<file path="config.mk">
export PLATFORM = sky130hd
export DESIGN_NAME = mdu_core
export DESIGN_NICKNAME = d
export VERILOG_FILES = /design/src/rtl/mdu_pkg.sv /design/src/rtl/mdu_seq_ctrl.sv /design/src/rtl/mdu_mul_seq.sv /design/src/rtl/mdu_div_seq.sv /design/src/rtl/mdu_core.sv
export SDC_FILE = /design/constraint.sdc
export NUM_CORES = 1
export LEC_CHECK = 0
export BUFFER_PORTS_ARGS = -buffer_cell sky130_fd_sc_hd__clkbuf_2
export CAP_MARGIN = 20
export CORE_ASPECT_RATIO = 1.25
export CORE_MARGIN = 5
export CORE_UTILIZATION = 60
export DETAILED_ROUTE_END_ITERATION = 10
export PLACE_DENSITY = 0.87
export SKIP_LAST_GASP = 1
export SLEW_MARGIN = 0
export SYNTH_ARGS = -nofsm -noshare
export SYNTH_HDL_FRONTEND = slang
export SYNTH_HIERARCHICAL = 1
export SYNTH_SLANG_ARGS = --single-unit
</file>
<file path="constraint.sdc">
create_clock -name clk -period 4 [get_ports clk]
set_input_delay 0.2 -clock clk [delete_from_list [all_inputs] [get_ports clk]]
set_output_delay 0.2 -clock clk [all_outputs]
set_load 0.02 [all_outputs]
</file>
<file path="src/rtl/mdu_pkg.sv">
// Package: command codes shared by the multiply-divide unit and its users.
// Assumes a 3-bit command field; codes 6 and 7 are reserved and ignored.
package mdu_pkg;
    typedef enum logic [2:0] {
        OP_MULS = 3'd0,
        OP_MULU = 3'd1,
        OP_DIVS = 3'd2,
        OP_DIVU = 3'd3,
        OP_MTHI = 3'd4,
        OP_MTLO = 3'd5,
        OP_RSV6 = 3'd6,
        OP_RSV7 = 3'd7
    } mdu_op_e;
endpackage

</file>
<file path="src/rtl/mdu_seq_ctrl.sv">
// Sequencer: counts ITERS step cycles and then one commit cycle.
// Assumes launch and abort are single-cycle strobes; launch wins over abort.
module mdu_seq_ctrl #(
    parameter int ITERS = 32
) (
    input  logic clk,
    input  logic rst_n,
    input  logic launch,
    input  logic abort,
    output logic busy,
    output logic step,
    output logic commit
);
    localparam int CW = $clog2(ITERS + 1);

    logic [CW-1:0] cnt_q;
    logic          busy_q;

    // Track the position inside the running operation.
    always_ff @(posedge clk) begin
        if (!rst_n) begin
            busy_q <= 1'b0;
            cnt_q  <= '0;
        end else if (launch) begin
            busy_q <= 1'b1;
            cnt_q  <= '0;
        end else if (abort) begin
            busy_q <= 1'b0;
            cnt_q  <= '0;
        end else if (busy_q) begin
            if (cnt_q == CW'(ITERS)) begin
                busy_q <= 1'b0;
                cnt_q  <= '0;
            end else begin
                cnt_q <= cnt_q + 1'b1;
            end
        end
    end

    // Decode step and commit strobes for the datapath.
    always_comb begin
        busy   = busy_q;
        step   = busy_q && !launch && !abort && (cnt_q < CW'(ITERS));
        commit = busy_q && !launch && !abort && (cnt_q == CW'(ITERS));
    end


    launch_busy_chk: assert property (@(posedge clk) disable iff (!rst_n)
        launch |=> busy);


    abort_idle_chk: assert property (@(posedge clk) disable iff (!rst_n)
        (abort && !launch) |=> !busy);
endmodule

</file>
<file path="src/rtl/mdu_mul_seq.sv">
// Shift-add multiplier on unsigned magnitudes, one multiplier bit per step.
// Assumes start and step are never high together.
module mdu_mul_seq #(
    parameter int XLEN = 32
) (
    input  logic              clk,
    input  logic              rst_n,
    input  logic              start,
    input  logic              step,
    input  logic [XLEN-1:0]   mcand,
    input  logic [XLEN-1:0]   mplier,
    output logic [2*XLEN-1:0] prod
);
    logic [2*XLEN-1:0] acc_q;
    logic [XLEN-1:0]   mcand_q;
    logic [XLEN:0]     sum;

    // Add the multiplicand into the upper half when the low bit is set.
    always_comb begin
        sum = {1'b0, acc_q[2*XLEN-1:XLEN]} + (acc_q[0] ? {1'b0, mcand_q} : '0);
    end

    // Load the operands, then shift one bit per step.
    always_ff @(posedge clk) begin
        if (!rst_n) begin
            acc_q   <= '0;
            mcand_q <= '0;
        end else if (start) begin
            acc_q   <= {{XLEN{1'b0}}, mplier};
            mcand_q <= mcand;
        end else if (step) begin
            acc_q <= {sum, acc_q[XLEN-1:1]};
        end
    end

    assign prod = acc_q;
endmodule

</file>
<file path="src/rtl/mdu_div_seq.sv">
// Restoring divider on unsigned magnitudes, one quotient bit per step.
// Assumes start and step are never high together. A zero divisor yields
// an all-ones quotient and the dividend as remainder.
module mdu_div_seq #(
    parameter int XLEN = 32
) (
    input  logic            clk,
    input  logic            rst_n,
    input  logic            start,
    input  logic            step,
    input  logic [XLEN-1:0] dvd,
    input  logic [XLEN-1:0] dvs,
    output logic [XLEN-1:0] quo,
    output logic [XLEN-1:0] rem
);
    logic [XLEN-1:0] q_q, r_q, d_q;
    logic [XLEN:0]   trial, diff;
    logic            fits;

    // Shift in the next dividend bit and try subtracting the divisor.
    always_comb begin
        trial = {r_q, q_q[XLEN-1]};
        diff  = trial - {1'b0, d_q};
        fits  = (trial >= {1'b0, d_q});
    end

    // Load the operands, then produce one quotient bit per step.
    always_ff @(posedge clk) begin
        if (!rst_n) begin
            q_q <= '0;
            r_q <= '0;
            d_q <= '0;
        end else if (start) begin
            q_q <= dvd;
            r_q <= '0;
            d_q <= dvs;
        end else if (step) begin
            r_q <= fits ? diff[XLEN-1:0] : trial[XLEN-1:0];
            q_q <= {q_q[XLEN-2:0], fits};
        end
    end

    assign quo = q_q;
    assign rem = r_q;


    rem_bound_chk: assert property (@(posedge clk) disable iff (!rst_n)
        (step && d_q != '0) |=> (r_q < d_q));
endmodule

</file>
<file path="src/rtl/mdu_core.sv">
// Multiply-divide unit with HI/LO result registers.
// Assumes cmd_valid is a one-cycle strobe. Arithmetic runs 32 steps plus
// a commit cycle; any accepted command cancels a running one.
module mdu_core #(
    parameter int XLEN = 32
) (
    input  logic            clk,
    input  logic            rst_n,
    input  logic            cmd_valid,
    input  logic [2:0]      cmd_op,
    input  logic [XLEN-1:0] opa,
    input  logic [XLEN-1:0] opb,
    input  logic            rd_req,
    input  logic            rd_sel,
    output logic [XLEN-1:0] rd_data,
    output logic            busy,
    output logic            stall
);
    import mdu_pkg::*;

    localparam int ITERS = XLEN;

    mdu_op_e           op;
    logic              is_arith, is_move, launch_mul, launch_div;
    logic              sgn_op, sa, sb;
    logic [XLEN-1:0]   mag_a, mag_b;
    logic              step, commit;
    logic [2*XLEN-1:0] mul_prod, mul_res;
    logic [XLEN-1:0]   div_quo, div_rem;
    logic [XLEN-1:0]   hi_q, lo_q;
    logic              div_q, neg_a_q, neg_x_q, bzero_q;

    // Decode the command and form operand magnitudes.
    always_comb begin
        op         = mdu_op_e'(cmd_op);
        is_arith   = cmd_valid && (op inside {OP_MULS, OP_MULU, OP_DIVS, OP_DIVU});
        is_move    = cmd_valid && (op inside {OP_MTHI, OP_MTLO});
        launch_mul = is_arith && !cmd_op[1];
        launch_div = is_arith && cmd_op[1];
        sgn_op     = (op == OP_MULS) || (op == OP_DIVS);
        sa         = sgn_op && opa[XLEN-1];
        sb         = sgn_op && opb[XLEN-1];
        mag_a      = sa ? (~opa + 1'b1) : opa;
        mag_b      = sb ? (~opb + 1'b1) : opb;
        mul_res    = neg_x_q ? (~mul_prod + 1'b1) : mul_prod;
    end

    mdu_seq_ctrl #(.ITERS(ITERS)) u_ctrl (
        .clk    (clk),
        .rst_n  (rst_n),
        .launch (is_arith),
        .abort  (is_move),
        .busy   (busy),
        .step   (step),
        .commit (commit)
    );

    mdu_mul_seq #(.XLEN(XLEN)) u_mul (
        .clk    (clk),
        .rst_n  (rst_n),
        .start  (launch_mul),
        .step   (step),
        .mcand  (mag_a),
        .mplier (mag_b),
        .prod   (mul_prod)
    );

    mdu_div_seq #(.XLEN(XLEN)) u_div (
        .clk   (clk),
        .rst_n (rst_n),
        .start (launch_div),
        .step  (step),
        .dvd   (mag_a),
        .dvs   (mag_b),
        .quo   (div_quo),
        .rem   (div_rem)
    );

    // Remember the kind and sign fix-up of the running operation.
    always_ff @(posedge clk) begin
        if (!rst_n) begin
            div_q   <= 1'b0;
            neg_a_q <= 1'b0;
            neg_x_q <= 1'b0;
            bzero_q <= 1'b0;
        end else if (is_arith) begin
            div_q   <= cmd_op[1];
            neg_a_q <= sa;
            neg_x_q <= sa ^ sb;
            bzero_q <= (opb == '0);
        end
    end

    // Update HI/LO from moves or from the commit of a finished operation.
    always_ff @(posedge clk) begin
        if (!rst_n) begin
            hi_q <= '0;
            lo_q <= '0;
        end else if (is_move) begin
            if (op == OP_MTHI) hi_q <= opa;
            else               lo_q <= opa;
        end else if (commit) begin
            if (div_q) begin
                lo_q <= neg_x_q ? (~div_quo + 1'b1) : div_quo;
                hi_q <= neg_a_q ? (~div_rem + 1'b1) : div_rem;
            end else begin
                lo_q <= mul_res[XLEN-1:0];
                hi_q <= mul_res[2*XLEN-1:XLEN];
            end
        end
    end

    // Drive the read bus and the stall flag.
    always_comb begin
        rd_data = rd_sel ? hi_q : lo_q;
        stall   = rd_req && busy;
    end


    divzero_chk: assert property (@(posedge clk) disable iff (!rst_n)
        (commit && div_q && bzero_q) |-> (div_quo == '1));


    hilo_stable_chk: assert property (@(posedge clk) disable iff (!rst_n)
        (cmd_valid && cmd_op[2:1] == 2'b11 && !commit) |=> ($stable(hi_q) && $stable(lo_q)));
endmodule

</file>
After elaboration in Yosys (flattened, before gate mapping). Cells that the tools add are included. Widths: inputs -> output; s select.

$add $sub $neg: 8. Multiply operators: 0. Div/mod/pow operators: 0. Order comparisons: 2. Equal/unequal tests: 8. Shift-type cells: 0. Mux-type cells: 25. Bitwise operators: 7. Reduce and logical (&&, ||, !) cells: 26.

Operator list (number): $mux 32 (19); $add 32x1->32 const B (4); $not 32->32 (4); $add 64x1->64 const B (1); $mux 64 (1); $not 64->64 (1); $add 32x32->33 (1); $ge 33x32->1 (1); $sub 32x32->32 (1); $logic_and 1x1->1 (11); $reduce_bool 2->1 (4); $add 6x1->6 const B (1); $eq 3x2->1 const B (2); $eq 3x3->1 const B (2); $eq 6x6->1 const B (1); $lt 6x6->1 const B (1); $mux 6 (1); $mux 1 (4); $ne 2x2->1 const B (2); $reduce_and 2->1 (2); $reduce_bool 4->1 (1); $reduce_or 2->1 (2); $eq 3x1->1 const B (1); $logic_not 1->1 (3); 5 further kinds (5).

Register bits: 266. Bits in latches: 0. RAM bits: 0. Bits in read-only memories: 0. Input port bits: 72. Output and inout port bits: 34. Word-level logic and storage cells: 89. Memories kept: 0.

Depth between registers and ports, before layout. Gate-level depths: netlist of the first run.

Depth in word-level cells: 9. Depth in mapped cells: 15. Mapped depth without buffers: 11.

Cells and area by module. Netlist of the first run, hierarchy kept.

Modules (own cells, without submodules): mdu_core (instances 1, cells an instance 1189, area each 8363.0 sq um, seq. area each 1341.3 sq um); mdu_div_seq (instances 1, cells an instance 752, area each 6242.2 sq um, seq. area each 1921.8 sq um); mdu_mul_seq (instances 1, cells an instance 710, area each 5861.9 sq um, seq. area each 1921.8 sq um); mdu_seq_ctrl (instances 1, cells an instance 44, area each 387.9 sq um, seq. area each 140.1 sq um).

Least setup slack after synthesis of the first run. Ideal clock, no wire load.

Kind: input-to-reg. Start point: input port cmd_op[1]. End point: register hi_q[9]. Library setup time: 0.079 ns. Data arrival time: 2.961 ns. Required time: 3.921 ns. Setup slack: 0.960 ns. Cell stages on the path: 14. Buffers on the path: 4. Path through: nand3b_1 -> inv_1 -> clkbuf_1 -> clkbuf_1 -> clkbuf_1 -> nand2b_1 -> or2_2 -> nor2_1 -> clkbuf_1 -> nand2b_1 -> nor3_1 -> nand2_1 -> or3_1 -> o211ai_1.

Elaborated cells on any way between the ends: 19. Those cells by class: eq/ne (6); mux (1); reduce/logical (12).

RTL lines: start, declared (RTL line mdu_core.sv:10) `input logic [2:0] cmd_op,`; $eq 3x3->1 (RTL line mdu_core.sv:37) `is_move = cmd_valid && (op inside {OP_MTHI, OP_MTLO});`; $reduce_bool 2->1 * (RTL line mdu_core.sv:37); $logic_and 1x1->1 * (RTL line mdu_core.sv:37); named net is_move (RTL line mdu_core.sv:24) `logic is_arith, is_move, launch_mul, launch_div;`; $logic_not 1->1 * (RTL line mdu_seq_ctrl.sv:44) `commit = busy_q && !launch && !abort && (cnt_q == CW'(ITERS));`; $logic_and 1x1->1 * (2 in series) (RTL line mdu_seq_ctrl.sv:44); named net commit (RTL line mdu_core.sv:27) `logic step, commit;`; $reduce_bool 2->1 (no line) *; $reduce_and 2->1 (no line) *; end signal, assigned (RTL line mdu_core.sv:100) `if (op == OP_MTHI) hi_q <= opa;`; end signal, assigned (RTL line mdu_core.sv:105) `hi_q <= neg_a_q ? (~div_rem + 1'b1) : div_rem;`; end signal, assigned (RTL line mdu_core.sv:108) `hi_q <= mul_res[2*XLEN-1:XLEN];`; end, declared (RTL line mdu_core.sv:30) `logic [XLEN-1:0] hi_q, lo_q;`.

Mark *: on every way through the listed nets, which the timed path passes. The rest lies on a longest branch. A chain may end at the register's enable or synchronous reset.

Worst setup path in the final report of the first run.
Start point: register u_mul.acc_q[0] (netlist: u_mul/prod[0]). End point: register hi_q[0].

Cells in the longest elaborated chain, start to end: 6.

Ends and longest elaborated chain: start, declared (RTL line mdu_mul_seq.sv:14) `logic [2*XLEN-1:0] acc_q;`; start signal, assigned (RTL line mdu_mul_seq.sv:29) `acc_q <= {{XLEN{1'b0}}, mplier};`; start signal, assigned (RTL line mdu_mul_seq.sv:32) `acc_q <= {sum, acc_q[XLEN-1:1]};`; $not 64->64 (RTL line mdu_core.sv:45) `mul_res = neg_x_q ? (~mul_prod + 1'b1) : mul_prod;`; $add 64x1->64 (RTL line mdu_core.sv:45); $mux 64 (RTL line mdu_core.sv:45); $mux 32 (RTL line mdu_core.sv:103) `if (div_q) begin`; $mux 32 (RTL line mdu_core.sv:102) `end else if (commit) begin`; $mux 32 (RTL line mdu_core.sv:99) `end else if (is_move) begin`.

No other way between the ends. The select of a mux whose other input is x is not followed.

==> flow_summary.json, run 1 <==
{
  "rsz0062_at_grt": "no",
  "slowest_delay_ns": 0.82,
  "synth-warning-count": 6,
  "cts_setup_buffers": 0,
  "wirelength_um": 79340,
  "post_cts_resized": 0,
  "final_cell_area_um2": 22890,
  "min-delay-path-class": "input port to flop",
  "clkLatencyLatePin_ns": 0.59,
  "placedInstanceArea_um2": 21790,
  "top_layer_used": "met5",
  "syn_nets": 2840,
  "routabilityCongestion": 1.055,
  "grt_max_degree": 105,
  "num_vias": 22060,
  "netlist.area_leader.share_pct": 25.53,
  "dieHeight_um": 218.4,
  "numCtsBuffers": 30,
  "synth-seq-cells": 266,
  "synth-main-ff-cell": "dfxtp_1",
  "die_width_um": 176.8,
  "synth_edf_count": 0,
  "ios": 106,
  "seq_area_frac_synth_pct": 25.53,
  "met2WireLength_um": 36480,
  "dpl.cell_count": 3155,
  "worst_setup_path_end_kind": "flop",
  "worst_pin_slew_ns": 1.088,
  "yosysTopAreaCell": "dfxtp_1",
  "synth_area_um2": 20860,
  "ant_nets": 0,
  "clock.fmax_ghz": 0.3000,
  "syn-instance-count": 2695,
  "ys_types": 100,
  "nets": 2876,
  "status": "complete, no violations",
  "cts_tree": "yes",
  "crit_type": "flop to flop",
  "dp_hpwl_um": 58880,
  "start_util_pct": 60.58,
  "firstDrtPassIters": 6,
  "hold_violations": 0,
  "finalNonFillerCells": 3221,
  "rows": 76,
  "grtUsageTotal_pct": 39.24,
  "yosysMostFrequentCell": "nand2_1",
  "cts.sinks": 266,
  "htreeDepth": 1,
  "grt_pass1_wl_um": 119500,
  "netlist_top_cells_area": "dfxtp_1 (26%), mux2i_1 (8.4%), o21ai_0 (5.1%)",
  "crit_chain": "inv_1, ha_1, nor3b_1, nand4_1, or3_1, and3_1, or3_1, a21oi_1",
  "synth_common_cells": "nand2_1 (268), dfxtp_1 (266), o21ai_0 (211), mux2i_1 (174), a21oi_1 (165)",
  "clock_path_buffers": 3,
  "overflow": 0,
  "cp_common_cell": "or3_1",
  "start_kind": "flop",
  "min_period_ns": 3.333,
  "drive_above_1_share_pct": 11.34,
  "finalWorstSetupSlack_ns": 0.6668,
  "crit_slowest_cell": "nor3b_1",
  "drcViolationCount": 0,
  "syn_avg_cell_area_um2": 7.738,
  "antenna_found_initial": 2,
  "setup_viol": 0,
  "fin_util_pct": 66.51,
  "cap_violations": 0,
  "cts_root_buffer": "clkbuf_16",
  "final-max-slew-violation-count": 0,
  "dp_slack_ns": 0.7728,
  "wl_met1_um": 28070,
  "clk_pin_slew_ns": 0.07,
  "powerDensity_nw_per_um2": 358.9,
  "wl_per_cell_um": 24.63,
  "drt_iter0_drc": 2758,
  "fill_cells": 2987,
  "grt_pass1_vias": 21090,
  "fin_crit_sh_pct": 83.33,
  "core_um2": 34420,
  "setup-tns-final_ns": 0,
  "synth-async-reset-ratio_pct": 0,
  "leakagePower_nw": 8.799,
  "vdd_drop_max_v": 0.0003207,
  "die_area_um2": 38610,
  "area_growth_pct": 9.773,
  "worstPathMaxFanout": 6,
  "viasPerCell": 6.849,
  "cts-hold-fix-buffers": 12,
  "finClkSkew_ns": 0.01285,
  "worstPathArrival_ns": 3.84,
  "numPortBuffers": 105,
  "critPathRequiredTime_ns": 4.51,
  "maxSlewHeadroom_pct": 27.20,
  "met3_wirelength_um": 7314
}
layout by cell type (no fill, tap or decap), types with 63 or more instances in the layout:
master,Yosys,final
nand2_1,268,268
dfxtp_1,266,264
and2_1,103,102
xnor2_1,95,95
ha_1,71,71
buf_4,1,63
inv_1,74,73
clkbuf_2,2,104
o21ai_0,211,211
a21oi_1,165,165
nand3_1,77,77
mux2i_1,174,171
xor2_1,75,75
nor3_1,64,64
nor2_1,160,158
nor2b_1,77,77
where the power goes:
part / switching, mW / internal, mW
logic: 1.59 / 0.895
clock network: 1.24 / 1.60
registers: 0.144 / 2.74
total: 2.97 / 5.24
worst max-delay path: cells and delay by family, from the launching register on:
| family | cells | cell delay (ns) |
|---|---|---|
| and+or+nand+nor | 5 | 2.42 |
| DFF | 1 | 0.36 |
| adders and majority gates | 1 | 0.21 |
| AOI/OAI and AO/OA | 1 | 0.16 |
| buffers and inverters | 1 | 0.11 |
final timing paths:
path	from	endpoint	slack (ns)	depth (start not counted)
worst max register to register	u_mul/prod[0]	hi_q[0]	0.67	8
worst min register to register	lo_q[2]	lo_q[2]	0.46	2
worst max-delay path	u_mul/prod[0]	hi_q[0]	0.67	8
worst min-delay path	opa[12]	lo_q[12]	0.04	3
registers in the layout (all words and copies together) (netlist names):
| register | count |
|---|---|
| hi_q | 32 |
| u_mul/prod | 64 |
| neg_a_q | 1 |
| u_ctrl/cnt_q | 6 |
| u_mul/mcand_q | 32 |
| neg_x_q | 1 |
| div_q | 1 |
| u_div/d_q | 32 |
| lo_q | 32 |
| u_div/quo | 32 |
| u_ctrl/busy | 1 |
| u_div/rem | 32 |
area by class of cell:
| class | instances | area [um2] | area share, % |
|---|---|---|---|
| multi-input combinational | 2176 | 14550 | 63.57 |
| sequential | 266 | 5328 | 23.27 |
| timing repair buffer | 181 | 1154 | 5.039 |
| tap | 468 | 585.6 | 2.558 |
| antenna | 1 | 2.502 | 0.01093 |
| clock buffer | 42 | 845.8 | 3.695 |
| clock inverter | 11 | 138.9 | 0.6067 |
| inverter | 76 | 285.3 | 1.246 |
per-layer routing:
layer | global-route usage, % | vias to the layer above
met1 | 45.02 | 10260
li1 | - | 9925
met4 | 28.30 | 2
met2 | 66.02 | 1433
met3 | 6.280 | 444
met5 | 0 | -
cell families after synthesis:
family / share of synthesized area [%]
adder cells (fa/ha/maj): 4.452
multiplexers: 10.57
buffers and inverters: 4.860
AO/OA/AOI/OAI: 23.07
XOR/XNOR: 7.139
AND/OR/NAND/NOR: 24.38
flip-flops: 25.53
metrics by stage:
step                power, mW  hold WS, ns
floorplan               4.573       0.3175
global placement        5.269       0.4382
detailed placement      5.308       0.4576
CTS                     8.113      0.02078
global route            8.476      0.05314
finish                  8.216      0.03572
(Power assumes the default switching activity.)
==> run 2, diff against run 1 <==
CORE_UTILIZATION = 57   (was 60)
clock period = 2.7 ns   (was 4 ns; I/O delays follow)
==> run 2 against run 1 <==
Effect of this change: the flow now finishes with violations (setup timing); maximum frequency grew 21%; combinational power up 91%; power is 63% higher; setup slack got worse by 0.73 ns; sequential share of layout area shrank 2.9 points; clock skew hardly changed; die area is 5.0% higher; critical path depth is 3 higher; non-clock buffer count rose by 322; clock-buffer cell count is 5 lower; critical path type unchanged; critical endpoint is now u_mul/prod[59]; highest routed layer is now met4.
==> flow_summary.json, run 2 (same netlist as run 1, synthesis figures left out) <==
{
  "crit_type": "flop to flop",
  "timing.rr.end": "u_mul/prod[59]",
  "die_area_um2": 40540,
  "min_period_ns": 2.764,
  "grt_max_degree": 138,
  "overflow": 0,
  "numPortBuffers": 105,
  "dieHeight_um": 223.9,
  "firstDrtPassIters": 9,
  "grt_pass1_wl_um": 130000,
  "cap_violations": 0,
  "violations": "setup timing",
  "fin_crit_sh_pct": 102.4,
  "grt_pass1_vias": 23130,
  "largest_register_ffs": 64,
  "cts_tree": "yes",
  "whs_ns": 0.01974,
  "worstPathArrival_ns": 3.29,
  "num_vias": 23610,
  "hold_violations": 0,
  "vdd_drop_max_v": 0.0004916,
  "area_growth_pct": 25.31,
  "fin_util_pct": 72.18,
  "viasPerCell": 6.647,
  "nets": 3197,
  "clock_path_buffers": 3,
  "regToRegSetupSlack_ns": -0.06,
  "finalWorstSetupSlack_ns": -0.06415,
  "htreeDepth": 1,
  "cts.sinks": 266,
  "status": "complete, but fails checks",
  "leakagePower_nw": 10.54,
  "layout_commonest_cell": "buf_4",
  "worst_pin_slew_ns": 0.8591,
  "core_um2": 36210,
  "drive_above_1_share_pct": 23.25,
  "clkLatencyLatePin_ns": 0.58,
  "min-delay-path-class": "input port to flop",
  "critPathRequiredTime_ns": 3.22,
  "numCtsBuffers": 29,
  "worst_setup_path_end_kind": "flop",
  "final-max-slew-violation-count": 0,
  "clock.fmax_ghz": 0.3618,
  "antenna_found_initial": 1,
  "clk_pin_slew_ns": 0.06,
  "wirelength_um": 87850,
  "startpoint": "u_mul/prod[0]",
  "setup_viol": 4,
  "start_util_pct": 57.60,
  "drcViolationCount": 0,
  "holdPathEnd": "hi_q[20]",
  "min_path_cells": 3,
  "cts_root_buffer": "clkbuf_16",
  "dp_hpwl_um": 65670,
  "die_width_um": 181.1,
  "start_kind": "flop",
  "worstPathMaxFanout": 5,
  "fill_cells": 2858,
  "finClkSkew_ns": 0.01299,
  "grtUsageTotal_pct": 40.38,
  "reg2regPathDepth": 11,
  "dp_slack_ns": -0.1924,
  "ant_nets": 0,
  "maxSlewHeadroom_pct": 42.52,
  "drt_iter0_drc": 2607,
  "rows": 78,
  "worstHoldStart": "opa[20]",
  "ios": 106,
  "wl_per_cell_um": 24.73,
  "rsz0062_at_grt": "yes",
  "routabilityCongestion": 1.027,
  "r2r-start": "u_mul/prod[0]",
  "layout_common_cells": "buf_4 (358), nand2_1 (267), dfxtp_1 (262), o21ai_0 (205), mux2i_1 (169)",
  "powerDensity_nw_per_um2": 511.7
}
-- run 2: cell count changes in the layout (fill, tap and decap cells not counted), moves of 9 or more --
cell / before / now
a21oi_1: 165 / 155
buf_12: 2 / 16
ha_1: 71 / 58
ha_4: 0 / 9
buf_4: 63 / 358
-- run 2: power by group --
part	internal [mW]	total, mW	switching, mW
Combinational	1.95	4.73	2.78
Clock	2.67	4.45	1.78
Sequential	4.07	4.19	0.127
Total	8.68	13.4	4.69
-- run 2: worst max-delay path by stage --
stage / end / slack, ns / cells past startpoint
4_1_cts: u_mul/prod[61] / -0.01 / 11
3_3_place_gp: u_div/quo[31] / -0.18 / 12
5_1_grt: hi_q[30] / -0.12 / 10
6_report: u_mul/prod[59] / -0.06 / 11
2_1_floorplan: u_mul/prod[58] / 0.0005 / 14
3_5_place_dp: u_mul/prod[29] / -0.19 / 10
-- run 2: cell type report --
| type | instances | area [um2] | share of cell area, % |
|---|---|---|---|
| Tap cell | 480 | 600.6 | 2.298 |
| Clock inverter | 13 | 222.7 | 0.8522 |
| Sequential cell | 266 | 5333 | 20.41 |
| Timing Repair Buffer | 503 | 3809 | 14.57 |
| Antenna cell | 1 | 2.502 | 0.009576 |
| Inverter | 76 | 285.3 | 1.092 |
| Clock buffer | 37 | 805.8 | 3.083 |
| Multi-Input combinational cell | 2176 | 15070 | 57.68 |
-- run 2: worst max-delay path: stages, from the launching register on --
cell,delay [ns]
dfxtp_4,0.39
and2_4,0.16
ha_4,0.16
fa_2,0.38
a211oi_2,0.26
o21ai_2,0.12
o2111ai_2,0.27
a2111o_1,0.30
a211oi_2,0.09
buf_4,0.17
or3_1,0.32
nand3_1,0.09
-- run 2: through the flow --
stage / instances / setup TNS [ns] / cell area, um2 / power, mW
finish: 3552 / -0.1875 / 26130 / 13.37
global route: 3551 / -0.7070 / 26130 / 13.75
CTS: 3543 / -0.01385 / 25630 / 13.03
detailed placement: 3474 / -1.585 / 24290 / 8.548
global placement: 3474 / -0.5288 / 24290 / 8.470
floorplan: 2695 / 0 / 20900 / 6.778
-- run 2: timing repair --
item / in CTS / in global routing
cloned: 1 / 1
hold buffers: 15 / 0
endpoints found under the hold margin: 24 / 0
pin swaps: 13 / 36
buffers inserted: 3 / 7
endpoints found under the setup margin: 26 / 49
gates resized for setup: 26 / 91
-- run 2: layer usage --
layer	global-route usage [%]	wire length [um]
met5	0	0
met4	32.09	8834
met3	6.383	7897
met2	67.98	40700
met1	45.30	30420
